==> config.mk <==
export PLATFORM = sky130hd
export DESIGN_NAME = twm_slave
export DESIGN_NICKNAME = d
export VERILOG_FILES = /design/src/rtl/twm_pkg.sv /design/src/rtl/twm_line_sync.sv /design/src/rtl/twm_engine.sv /design/src/rtl/twm_slave.sv
export SDC_FILE = /design/constraint.sdc
export NUM_CORES = 1
export LEC_CHECK = 0
export ABC_AREA = 1
export BUFFER_PORTS_ARGS = -buffer_cell sky130_fd_sc_hd__clkbuf_2
export CAP_MARGIN = 30
export CORE_MARGIN = 2
export CORE_UTILIZATION = 35
export DETAILED_ROUTE_END_ITERATION = 8
export SLEW_MARGIN = 15
export SYNTH_ARGS = -nofsm -noshare
export SYNTH_HDL_FRONTEND = slang
export SYNTH_HIERARCHICAL = 1
export SYNTH_SLANG_ARGS = --single-unit
==> constraint.sdc <==
create_clock -name clk -period 3.09 [get_ports clk]
set_input_delay 0.1545 -clock clk [delete_from_list [all_inputs] [get_ports clk]]
set_output_delay 0.1545 -clock clk [all_outputs]
set_load 0.02 [all_outputs]
==> src/rtl/twm_pkg.sv <==
package twm_pkg;

  typedef enum logic [2:0] {
    ST_IDLE,
    ST_DEV,
    ST_AHI,
    ST_ALO,
    ST_WR,
    ST_RD
  } twm_state_e;

  localparam logic [3:0] DEV_CODE = 4'b1010;

  // select byte check: fixed code in [7:4], strap in [3:1]
  function automatic logic sel_match(input logic [7:0] sel, input logic [2:0] strap);
    return (sel[7:4] == DEV_CODE) && (sel[3:1] == strap);
  endfunction

  // advance only the in-page offset bits
  function automatic logic [15:0] page_next(input logic [15:0] a, input int unsigned pw);
    logic [15:0] msk;
    msk = 16'((32'd1 << pw) - 32'd1);
    return (a & ~msk) | ((a + 16'd1) & msk);
  endfunction

  // linear advance with wrap to zero at the top of the space
  function automatic logic [15:0] lin_next(input logic [15:0] a, input int unsigned aw);
    logic [15:0] msk;
    msk = 16'((32'd1 << aw) - 32'd1);
    return (a + 16'd1) & msk;
  endfunction

endpackage

==> src/rtl/twm_line_sync.sv <==
module twm_line_sync (
  input  logic clk,
  input  logic rst_n,
  input  logic scl_i,
  input  logic sda_i,
  output logic scl_s,
  output logic sda_s,
  output logic ev_rise,
  output logic ev_fall,
  output logic ev_start,
  output logic ev_stop
);
  logic [1:0] scl_ff, sda_ff;
  logic       scl_q, sda_q;

  always_ff @(posedge clk or negedge rst_n) begin
    if (!rst_n) begin
      scl_ff <= 2'b11;
      sda_ff <= 2'b11;
      scl_q  <= 1'b1;
      sda_q  <= 1'b1;
    end else begin
      scl_ff <= {scl_ff[0], scl_i};
      sda_ff <= {sda_ff[0], sda_i};
      scl_q  <= scl_ff[1];
      sda_q  <= sda_ff[1];
    end
  end

  assign scl_s    = scl_ff[1];
  assign sda_s    = sda_ff[1];
  assign ev_rise  = scl_s & ~scl_q;
  assign ev_fall  = ~scl_s & scl_q;
  assign ev_start = scl_s & scl_q & sda_q & ~sda_s;
  assign ev_stop  = scl_s & scl_q & ~sda_q & sda_s;
endmodule

==> src/rtl/twm_engine.sv <==
module twm_engine
  import twm_pkg::*;
#(
  parameter int ADDR_W = 13,
  parameter int PAGE_W = 5
) (
  input  logic              clk,
  input  logic              rst_n,
  input  logic              sda_s,
  input  logic              ev_rise,
  input  logic              ev_fall,
  input  logic              ev_start,
  input  logic              ev_stop,
  input  logic [2:0]        strap,
  input  logic              wr_busy,
  output logic              sda_oe,
  output logic              wr_valid,
  output logic [ADDR_W-1:0] wr_addr,
  output logic [7:0]        wr_data,
  output logic              wr_commit,
  output logic [ADDR_W-1:0] rd_addr,
  input  logic [7:0]        rd_data,
  output logic              byte_done,
  output logic              sel_done
);
  twm_state_e        state;
  logic [3:0]        bitcnt;
  logic [7:0]        shreg, tx, hi;
  logic [ADDR_W-1:0] ptr;
  logic              mack, got_data;
  logic [2:0]        bit_idx;

  assign bit_idx   = 3'(4'd7 - bitcnt);
  assign byte_done = ev_fall && (bitcnt == 4'd8) && (state != ST_IDLE) && (state != ST_RD);
  assign sel_done  = byte_done && (state == ST_DEV);
  assign rd_addr   = ptr;

  always_ff @(posedge clk or negedge rst_n) begin
    if (!rst_n) begin
      state     <= ST_IDLE;
      bitcnt    <= '0;
      shreg     <= '0;
      tx        <= '0;
      hi        <= '0;
      ptr       <= '0;
      mack      <= 1'b0;
      got_data  <= 1'b0;
      sda_oe    <= 1'b0;
      wr_valid  <= 1'b0;
      wr_addr   <= '0;
      wr_data   <= '0;
      wr_commit <= 1'b0;
    end else begin
      wr_valid  <= 1'b0;
      wr_commit <= 1'b0;
      if (ev_start) begin
        state    <= ST_DEV;
        bitcnt   <= '0;
        sda_oe   <= 1'b0;
        got_data <= 1'b0;
      end else if (ev_stop) begin
        wr_commit <= (state == ST_WR) && got_data;
        state     <= ST_IDLE;
        sda_oe    <= 1'b0;
        got_data  <= 1'b0;
      end else if (state != ST_IDLE) begin
        if (ev_rise) begin
          if (bitcnt < 4'd8 && state != ST_RD) shreg <= {shreg[6:0], sda_s};
          if (bitcnt == 4'd8 && state == ST_RD) mack <= ~sda_s;
          if (bitcnt != 4'd9) bitcnt <= bitcnt + 4'd1;
        end else if (ev_fall) begin
          if (state == ST_RD) begin
            if (bitcnt == 4'd9) begin
              if (mack) begin
                tx     <= rd_data;
                sda_oe <= ~rd_data[7];
                ptr    <= ADDR_W'(lin_next(16'(ptr), ADDR_W));
                bitcnt <= '0;
              end else begin
                state  <= ST_IDLE;
                sda_oe <= 1'b0;
              end
            end else if (bitcnt == 4'd8) begin
              sda_oe <= 1'b0;
            end else begin
              sda_oe <= ~tx[bit_idx];
            end
          end else if (bitcnt == 4'd9) begin
            sda_oe <= 1'b0;
            bitcnt <= '0;
          end else if (bitcnt == 4'd8) begin
            case (state)
              ST_DEV: begin
                if (sel_match(shreg, strap) && !wr_busy) begin
                  sda_oe <= 1'b1;
                  mack   <= 1'b1;
                  state  <= shreg[0] ? ST_RD : ST_AHI;
                end else begin
                  sda_oe <= 1'b0;
                  state  <= ST_IDLE;
                end
              end
              ST_AHI: begin
                hi     <= shreg;
                sda_oe <= 1'b1;
                state  <= ST_ALO;
              end
              ST_ALO: begin
                ptr    <= ADDR_W'({hi, shreg});
                sda_oe <= 1'b1;
                state  <= ST_WR;
              end
              ST_WR: begin
                wr_valid <= 1'b1;
                wr_addr  <= ptr;
                wr_data  <= shreg;
                ptr      <= ADDR_W'(page_next(16'(ptr), PAGE_W));
                got_data <= 1'b1;
                sda_oe   <= 1'b1;
              end
              default: sda_oe <= 1'b0;
            endcase
          end
        end
      end
    end
  end
endmodule

==> src/rtl/twm_slave.sv <==
module twm_slave #(
  parameter int ADDR_W = 13,
  parameter int PAGE_W = 5
) (
  input  logic              clk,
  input  logic              rst_n,
  input  logic              scl_i,
  input  logic              sda_i,
  output logic              sda_oe,
  input  logic [2:0]        strap,
  input  logic              wr_busy,
  output logic              wr_valid,
  output logic [ADDR_W-1:0] wr_addr,
  output logic [7:0]        wr_data,
  output logic              wr_commit,
  output logic [ADDR_W-1:0] rd_addr,
  input  logic [7:0]        rd_data
);
  logic scl_s, sda_s;
  logic ev_rise, ev_fall, ev_start, ev_stop;
  logic byte_done, sel_done;

  twm_line_sync u_sync (
    .clk(clk), .rst_n(rst_n), .scl_i(scl_i), .sda_i(sda_i),
    .scl_s(scl_s), .sda_s(sda_s), .ev_rise(ev_rise), .ev_fall(ev_fall),
    .ev_start(ev_start), .ev_stop(ev_stop)
  );

  twm_engine #(.ADDR_W(ADDR_W), .PAGE_W(PAGE_W)) u_eng (
    .clk(clk), .rst_n(rst_n), .sda_s(sda_s),
    .ev_rise(ev_rise), .ev_fall(ev_fall), .ev_start(ev_start), .ev_stop(ev_stop),
    .strap(strap), .wr_busy(wr_busy), .sda_oe(sda_oe),
    .wr_valid(wr_valid), .wr_addr(wr_addr), .wr_data(wr_data), .wr_commit(wr_commit),
    .rd_addr(rd_addr), .rd_data(rd_data), .byte_done(byte_done), .sel_done(sel_done)
  );
endmodule

* Word level (Yosys, flattened, before mapping)
Index checks and enable logic that the tools add are counted.
** Storage, ports and cells
- Flip-flop bits (word level) :: 73
- Input bits :: 16
- Output and inout bits :: 37
** Operators by class
- Add/sub/neg operators :: 3
- Order comparisons :: 2
- Equal/unequal tests :: 26
- Muxes and demuxes :: 72
- Bitwise gates (word level) :: 19
- Reductions and logical operators :: 34
** Operator list (count)
- 13-bit 2-to-1 mux :: 5
- 1-bit 2-to-1 mux :: 41
- 4-bit 2-to-1 mux :: 10
- 3-bit 2-to-1 mux :: 12
- 13-bit case mux with 2 select lines :: 1
- 3-bit nonzero test :: 8
- 10-bit AND reduction :: 2
- 9-bit AND reduction :: 2
- 8-bit AND reduction :: 2
- 13-bit by 1-bit adder with 13-bit output, second input constant :: 1
- 13-bit by 5-bit bitwise OR with 13-bit output :: 1
- 4-bit equality test, second input constant :: 3
- 4-bit != test, second input constant :: 3
- 2-bit nonzero test :: 6
- 1-bit inverter :: 11
- 3-bit != test, second input constant :: 3
- 3-bit case mux with 3 select lines :: 1
- 2-bit != test, second input constant :: 4
- 4-bit by 3-bit != test with 1-bit output, second input constant :: 2
- 1-bit AND :: 7
- 7-bit AND reduction :: 1
- 3-bit by 2-bit equality test with 1-bit output, second input constant :: 2
- 3-bit equality test, second input constant :: 2
- 2-bit by 1-bit != test with 1-bit output, second input constant :: 3
- 18 further kinds :: 23

* Depth between registers and ports, before layout
- Depth after elaboration :: 13
- Mapped depth :: 11

* By module
Netlist, hierarchy kept.
** By module, submodules not included
- twm_engine :: times used 1, cells each 468, area each 3768.6 um^2, sequential area each 1676.6 um^2
- twm_line_sync :: times used 1, cells each 17, area each 198.9 um^2, sequential area each 157.7 um^2

* Least setup slack after synthesis
No wires, ideal clock.
- Path type :: register to register
- Start point :: register u_eng.bitcnt[1]
- End point :: register u_eng.ptr[5], in the netlist u_eng/rd_addr[5]
- Library setup time :: 117 ps
- Arrival time :: 1753 ps
- Setup slack :: 1220 ps
- Stages on the path, launching flop included :: 11
- Buffers on the path :: 0
- Period minus slack after synthesis :: 1870 ps
- Cells stage by stage :: dfrtp_1 -> inv_1 -> ha_1 -> nand3_4 -> inv_6 -> ha_1 -> nand4_2 -> nor2_4 -> nand2_4 -> nand2_1 -> nand2_1
** On the way
- Cells in the longest elaborated chain, start to end :: 3
- Elaborated cells between the ends (all ways) :: 7
- Those cells by class :: eq/ne: 4; reduce/logical: 3
** Ends and longest elaborated chain
- start: declaration :: RTL line twm_engine.sv:27 : logic [3:0] bitcnt;
- start signal: assignment :: RTL line twm_engine.sv:70 : if (bitcnt != 4'd9) bitcnt <= bitcnt + 4'd1;
- 4-bit equality test, on equally long branches
- 2-bit by 1-bit != test with 1-bit output (no source line) (tied with other cells)
- 10-bit AND reduction (no source line) *
- end signal: assignment :: RTL line twm_engine.sv:77 : ptr <= ADDR_W'(lin_next(16'(ptr), ADDR_W));
- end signal: assignment :: RTL line twm_engine.sv:109 : ptr <= ADDR_W'({hi, shreg});
- end signal: assignment :: RTL line twm_engine.sv:117 : ptr <= ADDR_W'(page_next(16'(ptr), PAGE_W));
- end: declaration :: RTL line twm_engine.sv:29 : logic [ADDR_W-1:0] ptr;
Mark *: on every way between the ends. The rest lies on a longest branch, timed or not.
A chain may end at the register's enable or synchronous reset.

* Worst setup path after layout
- Start point :: register u_sync.scl_ff[1]
- End point :: register u_eng.wr_data[3]
** On the way
- Cells in the longest elaborated chain, start to end :: 5
- Elaborated cells between the ends (all ways) :: 12
- Those cells by class :: bitwise: 11; reduce/logical: 1
** Ends and longest elaborated chain
- start: declaration :: RTL line twm_line_sync.sv:13 : logic [1:0] scl_ff, sda_ff;
- start signal: assignment :: RTL line twm_line_sync.sv:23 : scl_ff <= {scl_ff[0], scl_i};
- 1-bit AND (3 in series) :: RTL line twm_line_sync.sv:34 : assign ev_start = scl_s & scl_q & sda_q & ~sda_s;
- named net ev_start :: RTL line twm_slave.sv:20 : logic ev_rise, ev_fall, ev_start, ev_stop;
- 1-bit inverter (no source line)
- 9-bit AND reduction (no source line)
- end signal: assignment :: RTL line twm_engine.sv:116 : wr_data <= shreg;
- end: declaration :: RTL line twm_engine.sv:19 : output logic [7:0] wr_data,
The timed path passes the listed nets, and every way through them passes these cells.

==> impl_metrics.csv <==
group,metric,value,unit
status,status,"finished clean",
routing,drt_first_iter_violations,181,
setup_path,data_required_critical_path,3350,ps
global_routing,grt_start_max_net_pins,74,
setup_path,crit_buf_inv,1,
synthesis,syn_avg_cell_area,8.20,um2
setup_path,path_common_cell,"sky130_fd_sc_hd__nand2_1",
synthesis,syn_inst,482,
cts,cts_bufs_inserted,9,
floorplanning,fp.dieW,110,um
sta,timing.max_slew.rel_slack,55.2,%
run,maxCapViolCount,0,
routing,wl_per_cell,13.2,um
routing,routed-via-count,3316,
routing,antenna_violating_nets_post_route,0,
cells_and_area,finalNetCount,563,
sta,rsz_0062_raised_after_global_routing,"no",
routing,detail_route.drc_violations,0,
routing,drt_pre_antenna_iters,5,
sta,final_number_of_hold_violating_endpoints,0,
cells_and_area,drive_above_1_share,25.7,%
cts,cts_setup_buffers,0,
pwr,flop_pwr_share,37.5,%
hold_path,holdCritPathClass,"input pin to flip-flop",
cts,cts-root-to-sink-buffers,2,
cells_and_area,postLayoutCoreUtil,43.0,%
sta,worstMarginPinSlew,667,ps
placement,gp_congestion,0.835,
sta,finalSetupViolations,0,
routing,postRouteWirelength,9040,um
pwr,comb_power_share,25.2,%
pwr,net-switching-power,1.13,mW
setup_path,path_max_fanout,41,
setup_path,critPathArrivalTime,2490,ps
synthesis,ys.warnings.count,6,
cts,path_clk_slew,60,ps
sta,max_freq,448,MHz
cts,tritoncts_num_sinks,73,
floorplanning,dieHeight,110,um
sta,fin_hold_ws,27.6,ps
routing,post_drt_via_cell_ratio,4.84,
setup_path,endpoint_kind,"flip-flop",
cells_and_area,fillCellCount,1117,
pwr,pwr_cell_area,666,nW/um2
pwr,power.static_leakage,2.36,nW
synthesis,postSynthNetCount,505,
setup_path,crit_path_cells,"nand2_1 > nor2_1 > inv_1 > nand2_1 > nor3_2 > nand2_4 > nand2_1 > o21ai_2",
synthesis,mappedNetlistArea,3950,um2
global_routing,grt_first_pass_wirelength,14700,um
cts,cts_tree,"built",
placement,place.detailed.hpwl,6670,um
floorplanning,fp.dieArea,12200,um2
floorplanning,initial_core_util,36.2,%
setup_path,setup.worst_path.class,"flip-flop to flip-flop",
global_routing,grt_pass1_vias,3071,
pwr,clock_power_share,37.3,%
pwr,intPower,2.00,mW
global_routing,initial_antenna_violation_count,0,
pwr,irDropWorstVdd,0.000344,V
setup_path,cp_slowest_cell,"sky130_fd_sc_hd__dfstp_2",
sta,final_min_period_over_clock_period,72.2,%
cells_and_area,flow.area_growth_from_synthesis,18.9,%
cts,cts.htree.levels,3,
sta,final_critical_path_time_including_i_o_delays_and_setup,2230,ps
sta,maxSlewViolCount,0,
placement,buffer_ports.inserted,52,
floorplanning,floorplan.rows,38,
cts,clk_latency,340,ps
sta,worst_clock_skew,8.91,ps
cells_and_area,final_area,4700,um2
cts,cts-root-buf,"sky130_fd_sc_hd__clkbuf_16",
sta,totalNegativeSetupSlack,0,ps
floorplanning,number_of_top_level_pins,53,
placement,placed_cell_area,4310,um2
global_routing,grt_overflow_total,0,
pwr,switching_share,36.0,%
cells_and_area,num_antenna_cells,0,
setup_path,critical_path.max_stage_delay,550,ps
floorplanning,core_area,10900,um2
setup_path,worst_setup_path_start_kind,"flip-flop",
setup_path,timing.critical_path.max_delay_family,"simple AND/OR/NAND/NOR gates",
global_routing,groute.usage.overall,15.8,%
==> metal layers <==
layer | wire, um | vias up | share of wire (%) | global-route usage (%)
met2 | 4410 | 78 | 49 | 26.6
li1 | - | 1666 | - | -
met4 | 109 | 0 | 1.2 | 5.18
met5 | 0 | - | 0 | 0
met1 | 4150 | 1563 | 46 | 19.7
met3 | 374 | 9 | 4.1 | 4.17
==> worst min-delay path, stage by stage <==
cell and delay [ps]:
sky130_fd_sc_hd__clkbuf_2 80, sky130_fd_sc_hd__inv_1 40, sky130_fd_sc_hd__o21ai_1 60
==> final cells by class <==
class | count | area, um2 | share of cell area [%]
Sequential cell | 73 | 1830 | 39.0
Multi-Input combinational cell | 337 | 1800 | 38.2
Timing Repair Buffer | 56 | 320 | 6.82
Inverter | 63 | 241 | 5.14
Clock buffer | 9 | 225 | 4.79
Tap cell | 140 | 175 | 3.73
Clock inverter | 7 | 108 | 2.29
==> cell usage in the layout (no fill, tap or decap), types with 10 or more instances in the layout <==
master                       n
sky130_fd_sc_hd__nand2_2    22
sky130_fd_sc_hd__o21ai_2    20
sky130_fd_sc_hd__nor3_1     10
sky130_fd_sc_hd__inv_1      55
sky130_fd_sc_hd__nand2_1   138
sky130_fd_sc_hd__nand3_1    39
sky130_fd_sc_hd__clkbuf_2   51
sky130_fd_sc_hd__nor2_1     21
sky130_fd_sc_hd__dfrtp_1    67
sky130_fd_sc_hd__o21ai_0    37
==> repair_timing <==
action / 4_1_cts / 5_1_grt
hold endpoints to repair: 38 / 0
gates resized for setup: 0 / 0
hold buffers: 3 / 0
==> path summary, 6_finish.rpt <==
kind,startpoint,to,slack [ps],cells past startpoint
worst max-delay path,u_sync/scl_ff[1],u_eng/wr_data[3],860,8
worst min-delay path,rd_data[2],u_eng/tx[2],30,3
worst max register to register,u_sync/scl_ff[1],u_eng/wr_data[3],860,8
worst min register to register,u_sync/scl_ff[0],u_sync/scl_ff[1],360,0
max in group asynchronous,rst_n,u_sync/scl_ff[1],2310,3
min in group asynchronous,rst_n,u_eng/wr_data[0],200,2
==> sequential cells by signal (all words and copies together) (netlist names) <==
signal	flops
u_sync/scl_ff	2
u_eng/rd_addr	13
u_eng/hi	5
u_sync/sda_q	1
u_sync/scl_q	1
u_eng/bitcnt	4
u_eng/wr_data	8
u_eng/mack	1
u_eng/wr_addr	13
u_eng/state	3
u_eng/sda_oe	1
u_eng/wr_valid	1
u_eng/shreg	8
u_eng/tx	8
u_sync/sda_ff	2
u_eng/got_data	1
u_eng/wr_commit	1
==> power by group through the flow <==
stage	Combinational (mW)	Sequential, mW	Clock (mW)
global placement	0.763	1.19	0
floorplan	0.559	1.20	0
finish	0.788	1.18	1.17
detailed placement	0.780	1.19	0
CTS	0.786	1.17	1.20
global route	0.891	1.19	1.23
==> per-stage QoR <==
step | cells | power, mW | setup WS (ps)
2_1_floorplan | 482 | 1.76 | 1220
3_3_place_gp | 665 | 1.95 | 911
3_5_place_dp | 665 | 1.97 | 860
4_1_cts | 684 | 3.16 | 841
5_1_grt | 685 | 3.31 | 646
6_report | 685 | 3.13 | 858
Power figures use the tool's default switching activity.
